**config.mk**
```make
export PLATFORM = sky130hd
export DESIGN_NAME = rs485_tx_guard
export DESIGN_NICKNAME = d
export VERILOG_FILES = /design/src/rtl/rs485_tx_pkg.sv /design/src/rtl/txg_hold_stage.sv /design/src/rtl/txg_shift_engine.sv /design/src/rtl/rs485_tx_guard.sv
export SDC_FILE = /design/constraint.sdc
export NUM_CORES = 1
export LEC_CHECK = 0
export BUFFER_PORTS_ARGS = -buffer_cell sky130_fd_sc_hd__buf_2
export CAP_MARGIN = 30
export CORE_MARGIN = 5
export CORE_UTILIZATION = 38
export CTS_CLUSTER_SIZE = 10
export DETAILED_ROUTE_END_ITERATION = 8
export PLACE_DENSITY = 0.57
export SETUP_SLACK_MARGIN = 0.02
export SLEW_MARGIN = 20
export SYNTH_ARGS = -nofsm -noshare
export SYNTH_HDL_FRONTEND = slang
export SYNTH_SLANG_ARGS = --single-unit
```
**constraint.sdc**
```tcl
create_clock -name clk -period 1.6 [get_ports clk]
set_input_delay 0.24 -clock clk [delete_from_list [all_inputs] [get_ports clk]]
set_output_delay 0.24 -clock clk [all_outputs]
set_load 0.02 [all_outputs]
```
**src/rtl/rs485_tx_pkg.sv**
```systemverilog
package rs485_tx_pkg;
  typedef enum logic [2:0] {
    ST_IDLE,
    ST_START,
    ST_DATA,
    ST_PAR,
    ST_STOP,
    ST_GUARD
  } tx_state_e;

  localparam logic [1:0] MODE_DRIVER = 2'b01;
  localparam logic [1:0] PAR_EVEN    = 2'b01;
  localparam logic [1:0] PAR_ODD     = 2'b10;
endpackage

```
**src/rtl/txg_hold_stage.sv**
```systemverilog
module txg_hold_stage #(
  parameter int DATA_W = 8
) (
  input  logic              clk,
  input  logic              rst_n,
  input  logic              in_valid,
  output logic              in_ready,
  input  logic [DATA_W-1:0] in_data,
  input  logic              take,
  output logic              hold_full,
  output logic [DATA_W-1:0] hold_data
);
  assign in_ready = !hold_full;

  always_ff @(posedge clk) begin
    if (!rst_n) begin
      hold_full <= 1'b0;
      hold_data <= '0;
    end else if (take) begin
      hold_full <= 1'b0;
    end else if (in_valid && !hold_full) begin
      hold_full <= 1'b1;
      hold_data <= in_data;
    end
  end

  // A held byte is neither lost nor overwritten until the engine takes it.
  assert_hold_kept_R6: assert property (@(posedge clk) disable iff (!rst_n)
    (hold_full && !take) |=> (hold_full && hold_data == $past(hold_data)));
endmodule

```
**src/rtl/txg_shift_engine.sv**
```systemverilog
module txg_shift_engine
  import rs485_tx_pkg::*;
#(
  parameter int DATA_W  = 8,
  parameter int GUARD_W = 8
) (
  input  logic               clk,
  input  logic               rst_n,
  input  logic               baud_tick,
  input  logic               hold_full,
  input  logic [DATA_W-1:0]  hold_data,
  input  logic [1:0]         parity_sel,
  input  logic [GUARD_W-1:0] guard_len,
  output logic               take,
  output logic               txd,
  output logic               idle
);
  localparam int IDX_W = (DATA_W > 1) ? $clog2(DATA_W) : 1;
  localparam logic [IDX_W-1:0] LAST_IDX = IDX_W'(DATA_W - 1);

  tx_state_e           state;
  logic [DATA_W-1:0]   shreg;
  logic [IDX_W-1:0]    bit_idx;
  logic [GUARD_W-1:0]  gcnt;
  logic                par_en;
  logic                par_bit;
  logic                finish;

  assign finish = baud_tick &&
                  (((state == ST_STOP) && (guard_len == '0)) ||
                   ((state == ST_GUARD) && (gcnt == guard_len)));
  assign take   = hold_full && baud_tick && ((state == ST_IDLE) || finish);
  assign idle   = (state == ST_IDLE);

  always_ff @(posedge clk) begin
    if (!rst_n) begin
      state   <= ST_IDLE;
      shreg   <= '0;
      bit_idx <= '0;
      gcnt    <= '0;
      par_en  <= 1'b0;
      par_bit <= 1'b0;
    end else if (take) begin
      state   <= ST_START;
      shreg   <= hold_data;
      par_en  <= (parity_sel == PAR_EVEN) || (parity_sel == PAR_ODD);
      par_bit <= (^hold_data) ^ (parity_sel == PAR_ODD);
    end else if (baud_tick) begin
      case (state)
        ST_START: begin
          state   <= ST_DATA;
          bit_idx <= '0;
        end
        ST_DATA: begin
          if (bit_idx == LAST_IDX) state <= par_en ? ST_PAR : ST_STOP;
          else bit_idx <= bit_idx + 1'b1;
        end
        ST_PAR: state <= ST_STOP;
        ST_STOP: begin
          if (guard_len == '0) state <= ST_IDLE;
          else begin
            state <= ST_GUARD;
            gcnt  <= GUARD_W'(1);
          end
        end
        ST_GUARD: begin
          if (gcnt == guard_len) state <= ST_IDLE;
          else gcnt <= gcnt + 1'b1;
        end
        default: state <= ST_IDLE;
      endcase
    end
  end

  always_comb begin
    case (state)
      ST_START: txd = 1'b0;
      ST_DATA:  txd = shreg[bit_idx];
      ST_PAR:   txd = par_bit;
      default:  txd = 1'b1;
    endcase
  end

  // With no guard and nothing pending, the engine idles right after the stop bit.
  assert_zero_guard_idle_R5: assert property (@(posedge clk) disable iff (!rst_n)
    (state == ST_STOP && baud_tick && guard_len == '0 && !hold_full) |=> (state == ST_IDLE));

  // A guard period always begins with a count of one.
  assert_guard_start_R4: assert property (@(posedge clk) disable iff (!rst_n)
    ($past(state) == ST_STOP && state == ST_GUARD) |-> (gcnt == GUARD_W'(1)));
endmodule

```
**src/rtl/rs485_tx_guard.sv**
```systemverilog
module rs485_tx_guard
  import rs485_tx_pkg::*;
#(
  parameter int DATA_W  = 8,
  parameter int GUARD_W = 8
) (
  input  logic               clk,
  input  logic               rst_n,
  input  logic               baud_tick,
  input  logic [1:0]         mode,
  input  logic [1:0]         parity_sel,
  input  logic [GUARD_W-1:0] guard_len,
  input  logic               in_valid,
  output logic               in_ready,
  input  logic [DATA_W-1:0]  in_data,
  output logic               txd,
  output logic               tx_empty,
  output logic               drv_en
);
  logic              take;
  logic              hold_full;
  logic [DATA_W-1:0] hold_data;
  logic              eng_idle;

  txg_hold_stage #(.DATA_W(DATA_W)) u_hold (
    .clk       (clk),
    .rst_n     (rst_n),
    .in_valid  (in_valid),
    .in_ready  (in_ready),
    .in_data   (in_data),
    .take      (take),
    .hold_full (hold_full),
    .hold_data (hold_data)
  );

  txg_shift_engine #(.DATA_W(DATA_W), .GUARD_W(GUARD_W)) u_eng (
    .clk        (clk),
    .rst_n      (rst_n),
    .baud_tick  (baud_tick),
    .hold_full  (hold_full),
    .hold_data  (hold_data),
    .parity_sel (parity_sel),
    .guard_len  (guard_len),
    .take       (take),
    .txd        (txd),
    .idle       (eng_idle)
  );

  assign tx_empty = eng_idle && !hold_full;
  assign drv_en   = (mode == MODE_DRIVER) && !tx_empty;

  // The line only moves on a baud tick.
  assert_txd_on_tick_R9: assert property (@(posedge clk) disable iff (!rst_n)
    !$stable(txd) |-> $past(baud_tick));

  // A low line means a character is in flight.
  assert_low_line_busy_R7: assert property (@(posedge clk) disable iff (!rst_n)
    !txd |-> !tx_empty);

  // An empty transmitter leaves the line idle high.
  assert_empty_idle_R1: assert property (@(posedge clk) disable iff (!rst_n)
    tx_empty |-> txd);
endmodule

```
# [After elaboration in Yosys (flattened, before gate mapping)]
# Cells that the tools add are included.
[word_totals] register_bits=33 latch_bits=0 ramBits=0 romBits=0 input_bits=24 output_inout_bits=4 elab_cells=72 memories=0
[op_classes] n_addsub=2 n_mul=0 div_mod_pow=0 magnitude_cmp=1 eq_ne=17 n_shift=0 mux=15 bitwise=3 reduce_logical=25
[op_table] op="two-way mux 8 bit" count=2
[op_table] op="one-hot mux 8 bit (2 select lines)" count=1
[op_table] op="two-way mux 3 bit" count=5
[op_table] op="one-hot mux 3 bit (5 select lines)" count=1
[op_table] op="equality test 3 bit, second input constant" count=3
[op_table] op="adder 8 x 1 -> 8 bit, second input constant" count=1
[op_table] op="equality test 8 bit" count=1
[op_table] op="logical AND 1 bit" count=8
[op_table] op="logical NOT 8 bit" count=1
[op_table] op="!= test 2 bit, second input constant" count=4
[op_table] op="parity 8 bit" count=1
[op_table] op="equality test 3 x 2 -> 1 bit, second input constant" count=2
[op_table] op="one-hot mux 3 bit (2 select lines)" count=1
[op_table] op="AND reduction 3 bit" count=2
[op_table] op="nonzero test 2 bit" count=3
[op_table] op="AND reduction 5 bit" count=1
[op_table] op="equality test 2 x 1 -> 1 bit, second input constant" count=2
[op_table] op="< comparator 3 x 4 -> 1 bit, second input constant" count=1
[op_table] op="AND reduction 4 bit" count=1
[op_table] op="adder 3 x 1 -> 3 bit, second input constant" count=1
[op_table] op="binary-select mux 1 bit (select 3 bit)" count=1
[op_table] op="equality test 3 x 1 -> 1 bit, second input constant" count=1
[op_table] op="logical NOT 3 bit" count=1
[op_table] op="logical OR 1 bit" count=3
[op_table] op="11 further kinds" count=15

# [Depth between registers and ports, before layout]
# Gate-level depths: netlist of the first run.
[depth] word_depth=8 depth_mapped=7 mapped_depth_nobuf=7

# [By module]
# A second synthesis of the first run with hierarchy kept.
[unflattened] hier_cells=218 area_unflattened_um2=1956.9
[by_module_without_submodules] mod="txg_shift_engine" instances=1 cells_per_inst=176 area_per_inst_um2=1556.5 seq_area_each_um2=480.5
[by_module_without_submodules] mod="txg_hold_stage" instances=1 cells_per_inst=40 area_per_inst_um2=374.1 seq_area_each_um2=180.2
[by_module_without_submodules] mod="rs485_tx_guard" instances=1 cells_per_inst=2 area_per_inst_um2=26.3 seq_area_each_um2=0.0

# [Least setup slack after synthesis of the first run]
# Ideal clock, no wire load.
[synth_timing] path_type="flip-flop to output port" from="reg u_eng.state[0]" to="out drv_en" t_arrival_ns=1.625 slack_ns=-0.265 path_stages_with_launch=4 n_path_buf=1 path_cell_list="dfxtp_1 buf_1 nor4_1 nor3b_1"
[synth_between] elab_chain_cells=4
[synth_lines] item="start, declared" line_no="txg_shift_engine.sv:21" rtl="tx_state_e state;"
[synth_lines] item="start signal, assigned" line_no="txg_shift_engine.sv:55" rtl="if (bit_idx == LAST_IDX) state <= par_en ? ST_PAR : ST_STOP;"
[synth_lines] item="logical NOT 3 bit" line_no="txg_shift_engine.sv:33" rtl="assign idle = (state == ST_IDLE);"
[synth_lines] item="logical AND 1 bit" line_no="rs485_tx_guard.sv:49" rtl="assign tx_empty = eng_idle && !hold_full;"
[synth_lines] item="net tx_empty" line_no="rs485_tx_guard.sv:17" rtl="output logic tx_empty,"
[synth_lines] item="logical NOT 1 bit" line_no="rs485_tx_guard.sv:50" rtl="assign drv_en = (mode == MODE_DRIVER) && !tx_empty;"
[synth_lines] item="logical AND 1 bit" line_no="rs485_tx_guard.sv:50"
[synth_lines] item="end, declared" line_no="rs485_tx_guard.sv:18" rtl="output logic drv_en"
# The timed path passes the listed nets, and every way through them passes these cells.

# [Worst setup path in the final report of the first run]
[layout_timing] from="reg u_eng.bit_idx[0]" to="out txd"
[layout_between] elab_chain_cells=3
[layout_lines] item="start, declared" line_no="txg_shift_engine.sv:23" rtl="logic [IDX_W-1:0] bit_idx;"
[layout_lines] item="start signal, assigned" line_no="txg_shift_engine.sv:56" rtl="else bit_idx <= bit_idx + 1'b1;"
[layout_lines] item="binary-select mux 1 bit (select 3 bit)" line_no="txg_shift_engine.sv:78" rtl="ST_DATA: txd = shreg[bit_idx];"
[layout_lines] item="two-way mux 1 bit (implied by the code)" line_no="txg_shift_engine.sv:78"
[layout_lines] item="one-hot mux 1 bit (3 select lines)" line_no="txg_shift_engine.sv:76" rtl="case (state)"
[layout_lines] item="end, declared" line_no="rs485_tx_guard.sv:16" rtl="output logic txd,"
# No other way between the ends. The select of a mux whose other input is x is not followed.

==> summary.md, run 1 <==
| Metric | Value |
|---|---|
| R2R setup slack | `-0.17 ns` |
| Combinational power share | `17.3%` |
| Clock skew | `0.00514 ns` |
| Non-filler cells, final | `347` |
| Post-synthesis cell type count | `51` |
| Vias in the first global route | `1,657` |
| WL/cell | `14.4 um` |
| Final worst setup slack | `-0.460 ns` |
| Unrepaired setup endpoints after global routing | `yes` |
| Final hold viol count | `0` |
| Power per cell area | `760 mW/mm2` |
| Max Clock Freq | `485 MHz` |
| Die Wd | `80.2 um` |
| Hold crit path type | `input pin to flip-flop` |
| Most frequent cells in the layout | `43 x buf_4, 25 x buf_2, 23 x dfxtp_1` |
| Via density | `5.30` |
| Clock share of power | `40.2%` |
| Num CTS Buffers | `5` |
| Timing startpoint of the critical path | `u_eng.bit_idx[0]` |
| Crit path launch type | `flip-flop` |
| Core Area | `0.00475 mm2` |
| Switch share | `24.9%` |
| Crit path kind | `flip-flop to output pin` |
| HPWL after DPL | `3.44 mm` |
| Largest net degree at the start of global routing | `13` |
| Critical Path RT | `1.36 ns` |
| Initial antenna violation count | `0` |
| Total vias in the final route | `1,838` |
| Final ANT Viol Nets | `0` |
| Detailed Routing Iterations Pass 1 | `4` |
| First-pass GRT wire length | `7.79 mm` |
| H-tree levels | `2` |
| Power Internal | `0.00154 W` |
| Failing checks | `negative setup slack` |
| Register Area | `683 um2` |
| CP endpoint kind | `output pin` |
| I/O Buffers | `27` |
| All-Layer GR Usage | `15.5%` |
| Post-Syn Nets | `238` |
| Worst VDD drop | `0.492 mV` |
| Post-route minimum period | `2.06 ns` |
| WP data arrival | `1.82 ns` |
| Final-report setup violation count | `6` |
| FF-to-FF Start | `u_eng.bit_idx[0]` |
| Max_slew headroom | `79.0%` |
| Drt drc | `0` |
| Max Cap Viol | `0` |
| Syn Inst Count | `210` |
| Critical Path End | `txd` |
| Routability cong. | `0.797` |
| Max Slew Vio Count | `0` |
| Post-synthesis register bit count | `33` |
| Layout cells sized above 1 | `44.3%` |
| Clk_lat worst skew | `0.29 ns` |
| DP Cell Count | `322` |
| Row count | `25` |
| Register area share after synthesis | `35.3%` |
| Crit Path Max Fanout | `3` |
| Final WL | `4.98 mm` |
| Die ar. | `0.00643 mm2` |
| Psw | `0.000510 W` |
| Leakage power total | `1.07 nW` |
| P&R area growth vs syn | `43.8%` |
| Outcome | `finished with violations` |
| Seq pwr share | `42.5%` |
| CTS tree | `done` |
| Hold WS | `0.175 ns` |
| Final worst path period share | `129%` |
| Initial Util | `39.4%` |
| Commonest non-fill, non-tap cell in the layout | `buf_4` |
| Max Root-Sink Buffers | `2` |
| Area of the multi-input gates | `0.00127 mm2` |
| Top-Level Pins | `28` |
| Ys Warns | `0` |
| Ys async rst share | `0%` |
| Antenna diode instance count | `0` |
| Clock Sinks | `33` |
| Detailed Route Iter0 Violations | `129` |
| Layout Nets | `307` |
| Worst slew pin tran | `0.312 ns` |
| Most common flop cell mapped by yosys | `dfxtp_1` |
| Clk slew on worst S/H paths | `0.07 ns` |
| Post-synth EDFFs | `0` |
| Filler cells | `461` |
| Reg2reg path depth | `8` |
| Root buffer cell | `clkbuf_8` |
| Total grt overflow | `0` |
| Die H | `80.2 um` |
| RR Endpoint | `u_eng.state[0]` |
| Avg Cell Area, Syn | `8.92 um2` |
| Mapped Area | `0.00187 mm2` |
-- cells by family (layout without fill, tap and decap cells) --
group	count (synthesis)	after routing	synth area share, %
and+or+nand+nor	67	67	19.7
AOI/OAI and AO/OA	61	62	22.8
DFF	33	33	35.3
buffers and inverters	19	88	4.61
xor gates and xnor gates	15	15	7.75
muxes	11	11	7.21
adders and majority gates	4	4	2.67
-- metal layers --
metal / wire, um / track usage, % / vias up / share of wire [%]
li1: - / - / 914 / -
met3: 208 / 3.92 / 7 / 4.2
met5: 0 / 0 / - / 0
met2: 2270 / 22.5 / 49 / 45
met4: 71 / 4.90 / 0 / 1.4
met1: 2430 / 22.1 / 868 / 49
-- power by group through the flow --
stage          logic, W  clock network, W  registers, W
2_1_floorplan  0.000200                 0      0.000882
3_3_place_gp   0.000295                 0      0.000890
3_5_place_dp   0.000297                 0      0.000891
4_1_cts        0.000317          0.000843      0.000870
5_1_grt        0.000381          0.000894      0.000873
6_report       0.000353          0.000823      0.000869
-- registers in the layout, indices dropped and copies added (netlist names) --
signal            count
u_hold.hold_data      8
u_eng.par_bit         1
u_hold.hold_full      1
u_eng.shreg           8
u_eng.state           3
u_eng.bit_idx         3
u_eng.gcnt            8
u_eng.par_en          1
-- Yosys cell counts (3+ instances only) --
master	count	area, um2
nor2b_1	3	18.8
or3_1	3	18.8
a21oi_1	21	105
nor2_1	16	60.1
nand3_1	13	65.1
nand2_1	12	45.0
o21ai_0	15	75.1
clkbuf_1	6	22.5
buf_2	3	15.0
ha_1	4	50.1
inv_1	7	26.3
mux2i_1	9	90.1
dfxtp_1	33	661
a311oi_1	4	35.0
xnor2_1	13	114
o211a_1	3	30.0
-- per-stage QoR --
| stage | worst slack, ns | power (W) | util [%] | setup TNS, ns | area, um2 |
|---|---|---|---|---|---|
| 3_5_place_dp | -0.179 | 0.00119 | 47.8 | -3.61 | 2270 |
| 4_1_cts | -0.472 | 0.00203 | 52.1 | -1.14 | 2480 |
| 6_report | -0.460 | 0.00205 | 56.6 | -1.12 | 2690 |
| 2_1_floorplan | -0.0383 | 0.00108 | - | -0.0383 | 1890 |
| 5_1_grt | -0.544 | 0.00215 | 56.6 | -1.77 | 2690 |
| 3_3_place_gp | -0.190 | 0.00119 | 47.8 | -3.24 | 2270 |
-- area by class of cell --
| cell class | instances | area share [%] |
|---|---|---|
| timing repair buffer | 73 | 19.1 |
| multi-input combinational | 159 | 47.2 |
| tap | 67 | 3.11 |
| sequential | 33 | 25.4 |
| inverter | 7 | 0.976 |
| clock buffer | 7 | 3.21 |
| clock inverter | 1 | 1.12 |
-- worst min path at each step --
stage	start	end	slack [ns]	cells after the start
after floorplan	in_valid	u_hold.hold_full	0.36	2
after global placement	u_eng.shreg[0]	u_eng.shreg[0]	0.46	2
after detailed placement	in_valid	u_hold.hold_full	0.47	3
after CTS	in_valid	u_hold.hold_full	0.18	3
after global routing	in_data[0]	u_hold.hold_data[0]	0.18	3
final	in_valid	u_hold.hold_full	0.17	3
-- worst max-delay path, stage by stage, from the launching register on --
cell,delay (ns)
dfxtp_4,0.37
mux4_2,0.49
mux2i_1,0.17
a21oi_1,0.08
a311o_1,0.28
buf_6,0.14
-- repair_timing --
action | 4_1_cts | 5_1_grt
gates resized for setup | 14 | 25
setup buffers | 5 | 10
hold buffers | 0 | 0
cloned | 0 | 2
setup endpoints to repair | 13 | 25
pin swaps | 3 | 11
Note: power is estimated with default switching activity, not from simulation.
==> inputs of run 2 (changes only) <==
Settings changed: CORE_ASPECT_RATIO from default to 1.75.
==> run 2 against run 1 <==
  * The run still ends with negative setup slack left
  * Final cell count down 5.8%
  * Non-clock buffer count fell by 5
  * Maximum frequency decreased by 0.63%
  * Sequential share of layout area increased by 0.13 points
  * Largest power group unchanged
==> summary.md, run 2 (same netlist as run 1, synthesis figures left out) <==
| Metric | Value |
|---|---|
| Outcome | `finished with violations` |
| Failing checks | `negative setup slack` |
| Final hold viol count | `0 (unchanged)` |
| Initial antenna violation count | `0 (unchanged)` |
| Max Slew Vio Count | `0 (unchanged)` |
| Root buffer cell | `clkbuf_8` |
| Clk slew on worst S/H paths | `0.07 ns (about the same)` |
| Clock Sinks | `33 (unchanged)` |
| Leakage power total | `1.02 nW (-4.5%)` |
| Worst hold path stage count | `3 (unchanged)` |
| Hold crit path type | `input pin to flip-flop` |
| R2R setup slack | `-0.19 ns (-0.02 ns)` |
| Layout cells sized above 1 | `42.9% (-1.4 points)` |
| CTS tree | `done` |
| HPWL after DPL | `3.63 mm (+5.4%)` |
| Initial Util | `39.4% (+0.052 points)` |
| Crit path kind | `flip-flop to output pin` |
| Final-report setup violation count | `5 (-1)` |
| Clock skew | `0.00490 ns (-0.000242 ns)` |
| Largest net degree at the start of global routing | `14 (+1)` |
| Critical Path, Cell by Cell | `mux4_2, mux2i_2, a21oi_1, a311o_1, buf_6` |
| CP Depth | `5 (unchanged)` |
| Max Clock Freq | `482 MHz (-0.63%)` |
| Final ANT Viol Nets | `0 (unchanged)` |
| Core Area | `0.00475 mm2 (-0.13%)` |
| Layout Nets | `302 (-1.6%)` |
| I/O Buffers | `27 (unchanged)` |
| Detailed Route Iter0 Violations | `72 (-44%)` |
| Timing startpoint of the critical path | `u_eng.bit_idx[0]` |
| H-tree levels | `2 (unchanged)` |
| Via density | `5.53 (+4.3%)` |
| Fin Setup TNS | `-1.08 ns (+0.0355 ns)` |
| Largest stage delay, worst path | `0.50 ns (about the same)` |
| Critical Path End | `txd` |
| Post-route minimum period | `2.07 ns (+0.0131 ns)` |
| First-pass GRT wire length | `7.96 mm (+2.2%)` |
| Commonest non-fill, non-tap cell in the layout | `buf_4` |
| Vias in the first global route | `1,715 (+3.5%)` |
| Max Root-Sink Buffers | `2 (unchanged)` |
| P&R area growth vs syn | `42.0%` |
| Setup WS pre-CTS | `-0.208 ns (-0.0292 ns)` |
| Reg2reg path depth | `8 (unchanged)` |
| Die ar. | `0.00649 mm2 (+0.86%)` |
| Worst slew pin tran | `0.307 ns (-0.00441 ns)` |
| RR Endpoint | `u_eng.bit_idx[0]` |
| Top-Level Pins | `28 (unchanged)` |
| CP endpoint kind | `output pin` |
| Most frequent cells in the layout | `37 x buf_4, 25 x dfxtp_1, 24 x buf_2` |
| Worst VDD drop | `0.850 mV (+73%)` |
| Buf/Inv on CP | `1 (unchanged)` |
| Final WL | `5.15 mm (+3.3%)` |
| Drt drc | `0 (unchanged)` |
| Row count | `33 (+32%)` |
| Delay-heaviest family, CP | `multiplexers` |
| Crit path max-delay cell type | `mux4_2` |
| Die Wd | `63.1 um (-21%)` |
| WP data arrival | `1.83 ns (about the same)` |
| Num CTS Buffers | `5 (unchanged)` |
| FF-to-FF Start | `u_eng.bit_idx[0]` |
| All-Layer GR Usage | `15.7% (+0.25 points)` |
| Clk_lat worst skew | `0.28 ns (about the same)` |
| Unrepaired setup endpoints after global routing | `yes` |
| Hold buffers post-CTS | `0 (unchanged)` |
| Crit Path Max Fanout | `3 (unchanged)` |
| WL/cell | `15.7 um (+9.7%)` |
| Critical Path RT | `1.36 ns (about the same)` |
| Final worst path period share | `130% (+0.82 points)` |
| Total vias in the final route | `1,807 (-1.7%)` |
| Antenna diode instance count | `0 (unchanged)` |
| Total grt overflow | `0 (unchanged)` |
| Biggest regs | `u_eng.gcnt (8), u_eng.shreg (8), u_hold.hold_data (8)` |
| Die H | `103 um (+28%)` |
| Final worst setup slack | `-0.473 ns (-0.0131 ns)` |
| Max_slew headroom | `79.5% (+0.49 points)` |
| Max Cap Viol | `0 (unchanged)` |
| Power per cell area | `766 mW/mm2 (+0.87%)` |
| Crit path launch type | `flip-flop` |
| Routability cong. | `0.870 (+9.2%)` |
| Detailed Routing Iterations Pass 1 | `4 (unchanged)` |
## run 2: cell count changes in the layout (fill, tap and decap cells not counted), moves of 3 or more
cell | previous run | this run
xnor2_2 | 8 | 5
buf_4 | 43 | 37
o21ai_1 | 0 | 6
xnor2_1 | 5 | 8
o21ai_0 | 14 | 8
## run 2: routing by layer
metal	vias to the layer above	part of all wire [%]	track usage (%)	routed length [um]
met5	-	0	0	0
met4	0	3.4	8.33	174
met3	17	3.8	4.25	194
met2	39	56	29.4	2870
met1	844	37	15.5	1910
li1	907	-	-	-
## run 2: what timing repair did
item,4_1_cts,5_1_grt
setup buffers,4,4
pin swaps,7,23
endpoints found under the setup margin,19,25
resized for setup,11,35
gates cloned,0,1
## run 2: per-stage QoR
| step | area [um2] | power, W | hold WS, ns | utilization, % | cells |
|---|---|---|---|---|---|
| 6_report | 2660 | 0.00204 | 0.175 | 56.0 | 327 |
| 3_3_place_gp | 2280 | 0.00119 | 0.456 | 47.9 | 310 |
| 2_1_floorplan | 1890 | 0.00108 | 0.356 | - | 210 |
| 3_5_place_dp | 2280 | 0.00119 | 0.469 | 47.9 | 310 |
| 4_1_cts | 2470 | 0.00204 | 0.171 | 52.1 | 322 |
| 5_1_grt | 2660 | 0.00214 | 0.178 | 56.0 | 327 |
## run 2: worst min path at each step
stage	slack, ns	start	endpoint
6_report	0.17	in_valid	u_hold.hold_full
3_3_place_gp	0.46	in_valid	u_hold.hold_full
5_1_grt	0.18	in_valid	u_hold.hold_full
3_5_place_dp	0.47	u_eng.shreg[4]	u_eng.shreg[4]
4_1_cts	0.17	in_valid	u_hold.hold_full
2_1_floorplan	0.36	in_valid	u_hold.hold_full
## run 2: area by class of cell
class                   count  area [um2]
fillers                   426        2090
clock inverters             1        30.0
inverters                   7        26.3
clock buffers               7        86.3
flip-flops and latches     33         678
repair buffers             68         485
well taps                  52        65.1
multi-input cells         159        1290
## run 2: tightest hold or removal path, delay by kind of cell
family                 cells  cell delay (ns)
buffers and inverters      1             0.08
and+or+nand+nor            2             0.10
## run 2: power by group
part           internal, W  total [W]  switching, W  leakage [nW]
combinational     0.000174   0.000342      0.000168         0.689
sequential        0.000844   0.000870     0.0000261         0.273
clock             0.000508   0.000826      0.000318        0.0585
